$ cat config.mk
export PLATFORM = sky130hd
export DESIGN_NAME = wat_tracker
export DESIGN_NICKNAME = d
export VERILOG_FILES = /design/src/rtl/wat_pkg.sv /design/src/rtl/wat_ctrl.sv /design/src/rtl/wat_dpath.sv /design/src/rtl/wat_tracker.sv
export SDC_FILE = /design/constraint.sdc
export NUM_CORES = 1
export LEC_CHECK = 0
export BUFFER_PORTS_ARGS = -buffer_cell sky130_fd_sc_hd__buf_2
export CORE_ASPECT_RATIO = 0.9
export CORE_UTILIZATION = 48
export CTS_BUF_LIST = sky130_fd_sc_hd__clkbuf_8
export DETAILED_ROUTE_END_ITERATION = 7
export GPL_TIMING_DRIVEN = 0
export MAX_ROUTING_LAYER = met4
export PLACE_DENSITY = 0.83
export SLEW_MARGIN = 15
export SYNTH_ARGS = -nofsm -noshare
export SYNTH_HDL_FRONTEND = slang
export SYNTH_SLANG_ARGS = --single-unit
export TNS_END_PERCENT = 50
$ cat constraint.sdc
create_clock -name clk -period 1.6 [get_ports clk]
set_input_delay 0.24 -clock clk [delete_from_list [all_inputs] [get_ports clk]]
set_output_delay 0.24 -clock clk [all_outputs]
set_load 0.03 [all_outputs]
$ cat src/rtl/wat_pkg.sv
package wat_pkg;
  typedef enum logic {ST_IDLE, ST_WAIT} watState_t;

  typedef struct packed {
    logic issueWr;
    logic issueRd;
    logic finishWr;
  } watStrobes_t;
endpackage

$ cat src/rtl/wat_ctrl.sv
module wat_ctrl
  import wat_pkg::*;
#(
  parameter int NUM_NODES = 4,
  parameter int SELF_ID   = 0
) (
  input  logic                 clk,
  input  logic                 rstN,
  input  logic                 reqValid,
  input  logic                 reqWrite,
  input  logic [NUM_NODES-1:0] ackIn,
  output logic                 reqReady,
  output watStrobes_t          strb,
  output logic                 donePulse,
  output logic                 doneWrite,
  output logic                 errDup
);
  localparam logic [NUM_NODES-1:0] SELF_MASK  = {{(NUM_NODES-1){1'b0}}, 1'b1} << SELF_ID;
  localparam logic [NUM_NODES-1:0] OTHER_MASK = ~SELF_MASK;

  watState_t             state;
  logic [NUM_NODES-1:0]  ackSeen;
  logic [NUM_NODES-1:0]  ackUseful;
  logic [NUM_NODES-1:0]  ackMerged;
  logic                  accept;
  logic                  dupHit;

  always_comb begin
    reqReady      = (state == ST_IDLE);
    accept        = reqValid && reqReady;
    strb.issueWr  = accept && reqWrite;
    strb.issueRd  = accept && !reqWrite;
    ackUseful     = ackIn & OTHER_MASK;
    ackMerged     = ackSeen | ackUseful;
    strb.finishWr = (state == ST_WAIT) && (&ackMerged);
    // while idle every bit of ackSeen is set, so any remote ack counts here
    dupHit        = |(ackUseful & ackSeen);
  end

  always_ff @(posedge clk) begin
    if (!rstN) begin
      state     <= ST_IDLE;
      ackSeen   <= '1;
      donePulse <= 1'b0;
      doneWrite <= 1'b0;
      errDup    <= 1'b0;
    end else begin
      if (strb.issueWr) begin
        state   <= ST_WAIT;
        ackSeen <= SELF_MASK;
      end else begin
        ackSeen <= ackMerged;
        if (strb.finishWr) state <= ST_IDLE;
      end
      donePulse <= strb.finishWr | strb.issueRd;
      doneWrite <= strb.finishWr;
      if (dupHit) errDup <= 1'b1;
    end
  end
endmodule

$ cat src/rtl/wat_dpath.sv
module wat_dpath
  import wat_pkg::*;
#(
  parameter int NUM_NODES = 4,
  parameter int SELF_ID   = 0,
  parameter int ADDR_W    = 16,
  parameter int DATA_W    = 32
) (
  input  logic                 clk,
  input  logic                 rstN,
  input  watStrobes_t          strb,
  input  logic [ADDR_W-1:0]    reqAddr,
  input  logic [DATA_W-1:0]    reqData,
  output logic [NUM_NODES-1:0] invValid,
  output logic [ADDR_W-1:0]    invAddr,
  output logic [DATA_W-1:0]    rdData,
  output logic                 rdHit
);
  localparam logic [NUM_NODES-1:0] SELF_MASK = {{(NUM_NODES-1){1'b0}}, 1'b1} << SELF_ID;

  logic [ADDR_W-1:0] pendAddr;
  logic [DATA_W-1:0] pendData;
  logic [ADDR_W-1:0] lastAddr;
  logic [DATA_W-1:0] lastData;
  logic              lastValid;
  logic              addrMatch;

  assign invAddr   = pendAddr;
  assign addrMatch = lastValid && (reqAddr == lastAddr);

  always_ff @(posedge clk) begin
    if (!rstN) begin
      pendAddr  <= '0;
      pendData  <= '0;
      lastAddr  <= '0;
      lastData  <= '0;
      lastValid <= 1'b0;
      invValid  <= '0;
      rdData    <= '0;
      rdHit     <= 1'b0;
    end else begin
      invValid <= strb.issueWr ? ~SELF_MASK : '0;
      if (strb.issueWr) begin
        pendAddr <= reqAddr;
        pendData <= reqData;
      end
      if (strb.finishWr) begin
        lastAddr  <= pendAddr;
        lastData  <= pendData;
        lastValid <= 1'b1;
      end
      if (strb.issueRd) begin
        rdHit  <= addrMatch;
        rdData <= addrMatch ? lastData : '0;
      end
    end
  end
endmodule

$ cat src/rtl/wat_tracker.sv
module wat_tracker
  import wat_pkg::*;
#(
  parameter int NUM_NODES = 4,
  parameter int SELF_ID   = 0,
  parameter int ADDR_W    = 16,
  parameter int DATA_W    = 32
) (
  input  logic                 clk,
  input  logic                 rstN,
  input  logic                 reqValid,
  output logic                 reqReady,
  input  logic                 reqWrite,
  input  logic [ADDR_W-1:0]    reqAddr,
  input  logic [DATA_W-1:0]    reqData,
  output logic [NUM_NODES-1:0] invValid,
  output logic [ADDR_W-1:0]    invAddr,
  input  logic [NUM_NODES-1:0] ackIn,
  output logic                 donePulse,
  output logic                 doneWrite,
  output logic [DATA_W-1:0]    rdData,
  output logic                 rdHit,
  output logic                 errDup
);
  watStrobes_t strb;

  wat_ctrl #(.NUM_NODES(NUM_NODES), .SELF_ID(SELF_ID)) ctrl_i (
    .clk(clk), .rstN(rstN), .reqValid(reqValid), .reqWrite(reqWrite),
    .ackIn(ackIn), .reqReady(reqReady), .strb(strb),
    .donePulse(donePulse), .doneWrite(doneWrite), .errDup(errDup)
  );

  wat_dpath #(.NUM_NODES(NUM_NODES), .SELF_ID(SELF_ID),
              .ADDR_W(ADDR_W), .DATA_W(DATA_W)) dpath_i (
    .clk(clk), .rstN(rstN), .strb(strb), .reqAddr(reqAddr), .reqData(reqData),
    .invValid(invValid), .invAddr(invAddr), .rdData(rdData), .rdHit(rdHit)
  );
endmodule

==> metrics.md <==
| Metric | Value |
|---|---|
| Slowest-stage cell, CP | `or4_4` |
| Synthesized area per cell | `8.81 sq um` |
| Starting DRT DRC Count | `186` |
| Placer Congestion | `0.811` |
| Seq pwr share | `0.513` |
| DR vias/cell | `5.12` |
| Sw frac | `0.254` |
| Non-Filler Instances | `837` |
| Logic gate share of total power | `0.083` |
| Internal power | `5.18 mW` |
| Die height | `98.4 microns` |
| Crit path cell chain | `nor2_2 -> or4_4 -> buf_12 -> buf_12 -> mux2i_2 -> nor2_1` |
| Pwr per Cell Area | `1100 nW/um^2` |
| Mapped Cells | `563` |
| IO Count | `113` |
| Clk_skew | `11.5 ps` |
| CTS buffer count | `17` |
| TritonCTS clock tree | `built` |
| Antenna diodes | `0` |
| Post-synth cell types | `27` |
| Die area | `10,700 sq um` |
| Synth warn | `0` |
| Crit path time final | `1630 ps` |
| Slew Limit Fails | `0` |
| #FFs+latches synth | `138` |
| Vias in the first global route | `4,006` |
| Pre-CTS WS | `-371 ps` |
| Number of detailed-route iterations in the first pass | `5` |
| First-pass GRT wire length | `19,000 microns` |
| Outcome | `finished, violations left` |
| Filler cells | `787` |
| Mapped cell area | `4960 sq um` |
| Max Clk Rate | `612 MHz` |
| Max incr delay on CP | `550 ps` |
| Post-Route WL | `12,100 microns` |
| Crit-path leading delay family | `simple AND/OR/NAND/NOR gates` |
| GR Overflow Total | `0` |
| Max Cap Viol | `0` |
| R2r startpoint | `ctrl_i.ackSeen[3]` |
| Sequential share of the synthesized area | `0.557` |
| Starting Density | `0.502` |
| Vias | `4,283` |
| Drt wl/cell | `14.5 microns` |
| Psw | `1.76 mW` |
| Setup crit start | `ctrl_i.ackSeen[3]` |
| Worst EP required | `1910 ps` |
| Startpoint types | `flop` |
| Gr usage total | `0.238` |
| Most used cell along the critical path | `buf_12` |
| Port Buffer Count | `110` |
| Root Buffer | `clkbuf_8` |
| Synth-to-Final Area Change | `27.5%` |
| Clock sinks | `138` |
| Post-layout util | `0.640` |
| WP buf/inv | `2` |
| Std cell rows | `34` |
| Failing checks | `setup timing` |
| Syn_nets | `619` |
| Fin crit share | `1.02` |
| Most common cell after layout, fill and taps aside | `nand2_1` |
| Hold Crit Start | `reqData[7]` |
| Placed Cells | `799` |
| Worst setup margin | `-33.5 ps` |
| Clock latency on the worst-skew pair | `440 ps` |
| Leading cell types in the layout, fill and taps excluded | `161 x nand2_1, 132 x dfxtp_1, 111 x buf_2, 53 x nor2_1, 51 x a21oi_1` |
| Nets | `754` |
| Crit end category | `flop` |
| Initial antenna violation count | `0` |
| Post-route ant nets | `0` |
| Placeable Area | `9870 sq um` |
| Slew @ Worst Pin | `594 ps` |
| Share of layout cells above drive strength 1 | `0.267` |
| Slew HR | `0.603` |
| Kind of critical path | `flop to flop` |
| Clk slew on worst S/H paths | `80 ps` |
| Hold_buf cts | `0` |
| DP HPWL | `8530 microns` |
| RSZ-0062 raised after global routing | `true` |
| Lkg Pwr | `2.88 nW` |
| Maximum vdd ir drop | `0.000948 V` |
| DR DRC count | `0` |
| Max FO, Critical Path | `8` |
| Share of total power in the clock network | `0.403` |
| Final setup TNS | `-744 ps` |
| Hold Path Class | `primary input to flop` |
| Setup-failing EPs final | `58` |
| H-Tree Depth | `4` |
| CP Data Arrival Time | `1940 ps` |
| Largest net degree at the start of global routing | `17` |
| Clock buffer depth | `2` |
| Die Wd | `109 microns` |
| Final hold vios | `0` |
## final cells by class
class | instances | area (sq um) | area share
clock buffer | 18 | 248 | 0.0392
timing repair buffer | 116 | 651 | 0.103
sequential | 138 | 2770 | 0.439
clock inverter | 14 | 148 | 0.0234
multi-input combinational | 381 | 2030 | 0.322
inverter | 4 | 15.0 | 0.00238
tap | 126 | 158 | 0.0249
buffer | 40 | 294 | 0.0465
## repair_timing
| action | CTS | global route |
|---|---|---|
| gates resized for setup | 33 | 20 |
| gates cloned | 1 | 2 |
| pin swaps | 1 | 6 |
| endpoints found under the setup margin | 105 | 97 |
| setup buffers | 2 | 1 |
## logic make-up (layout without fill, tap and decap cells)
kind of cell              Yosys count  in the layout  share of synthesized area
AOI/OAI and AO/OA                  91             91                     0.0939
xor gates and xnor gates           16             16                     0.0283
buffers and inverters              44            192                     0.0444
DFF                               138            138                      0.557
muxes                              48             48                     0.0969
other                               1              1                   0.000756
and+or+nand+nor                   225            225                      0.179
## routing by layer
layer | global-route usage | up-vias | wire [microns]
li1 | - | 2106 | -
met1 | 0.289 | 1996 | 5060
met2 | 0.367 | 152 | 5910
met3 | 0.0728 | 29 | 836
met4 | 0.0936 | 0 | 325
met5 | - | - | 0
## worst paths after layout
kind	to	slack, ps	cells past startpoint
setup / recovery	dpath_i.lastData[20]	-30	6
hold / removal	dpath_i.pendData[7]	40	3
setup reg to reg	dpath_i.lastData[20]	-30	6
hold reg to reg	dpath_i.rdData[17]	450	2
## metrics by stage
| stage | total power, mW | hold slack [ps] | cell area (sq um) |
|---|---|---|---|
| 2_1_floorplan | 3.95 | 316 | 4960 |
| 3_3_place_gp | 4.13 | 432 | 5670 |
| 3_5_place_dp | 4.15 | 439 | 5670 |
| 4_1_cts | 6.93 | 30.6 | 6220 |
| 5_1_grt | 7.20 | 3.77 | 6320 |
| 6_report | 6.94 | 37.1 | 6320 |
## flip-flops by register name (all words and copies together), names as in the netlist, 3 cells and up
register,cells
ctrl_i.ackSeen,3
dpath_i.invAddr,16
dpath_i.lastAddr,16
dpath_i.lastData,32
dpath_i.pendData,32
dpath_i.rdData,32
## worst reg2reg max path: stages (launching register included)
cell	delay (ps)
dfxtp_2	350
nor2_2	60
or4_4	550
buf_12	180
buf_12	140
mux2i_2	160
nor2_1	70
## power by group through the flow
| stage | Combinational, mW | Clock (mW) | Sequential, mW |
|---|---|---|---|
| after floorplan | 0.279 | 0 | 3.68 |
| after global placement | 0.500 | 0 | 3.63 |
| after detailed placement | 0.516 | 0 | 3.64 |
| after CTS | 0.556 | 2.82 | 3.56 |
| after global routing | 0.623 | 3.01 | 3.57 |
| final | 0.577 | 2.80 | 3.56 |
## synthesized netlist by cell type, drive strengths merged
cell type | count | area, sq um
o21ai | 36 | 180
nand4 | 3 | 18.8
a21oi | 51 | 255
inv | 4 | 15.0
a22oi | 1 | 7.51
o31ai | 1 | 7.51
nand2 | 161 | 604
or4 | 2 | 18.8
conb | 1 | 3.75
dfxtp | 138 | 2760
mux2i | 48 | 480
buf | 15 | 111
nand3 | 2 | 10.0
o21a | 2 | 15.0
nor2 | 54 | 203
clkbuf | 25 | 93.8
nor3b | 1 | 12.5
nor4 | 1 | 12.5
xor2 | 4 | 35.0
and3 | 1 | 6.26
xnor2 | 12 | 105
No activity file was read; power rests on OpenSTA's default activity.
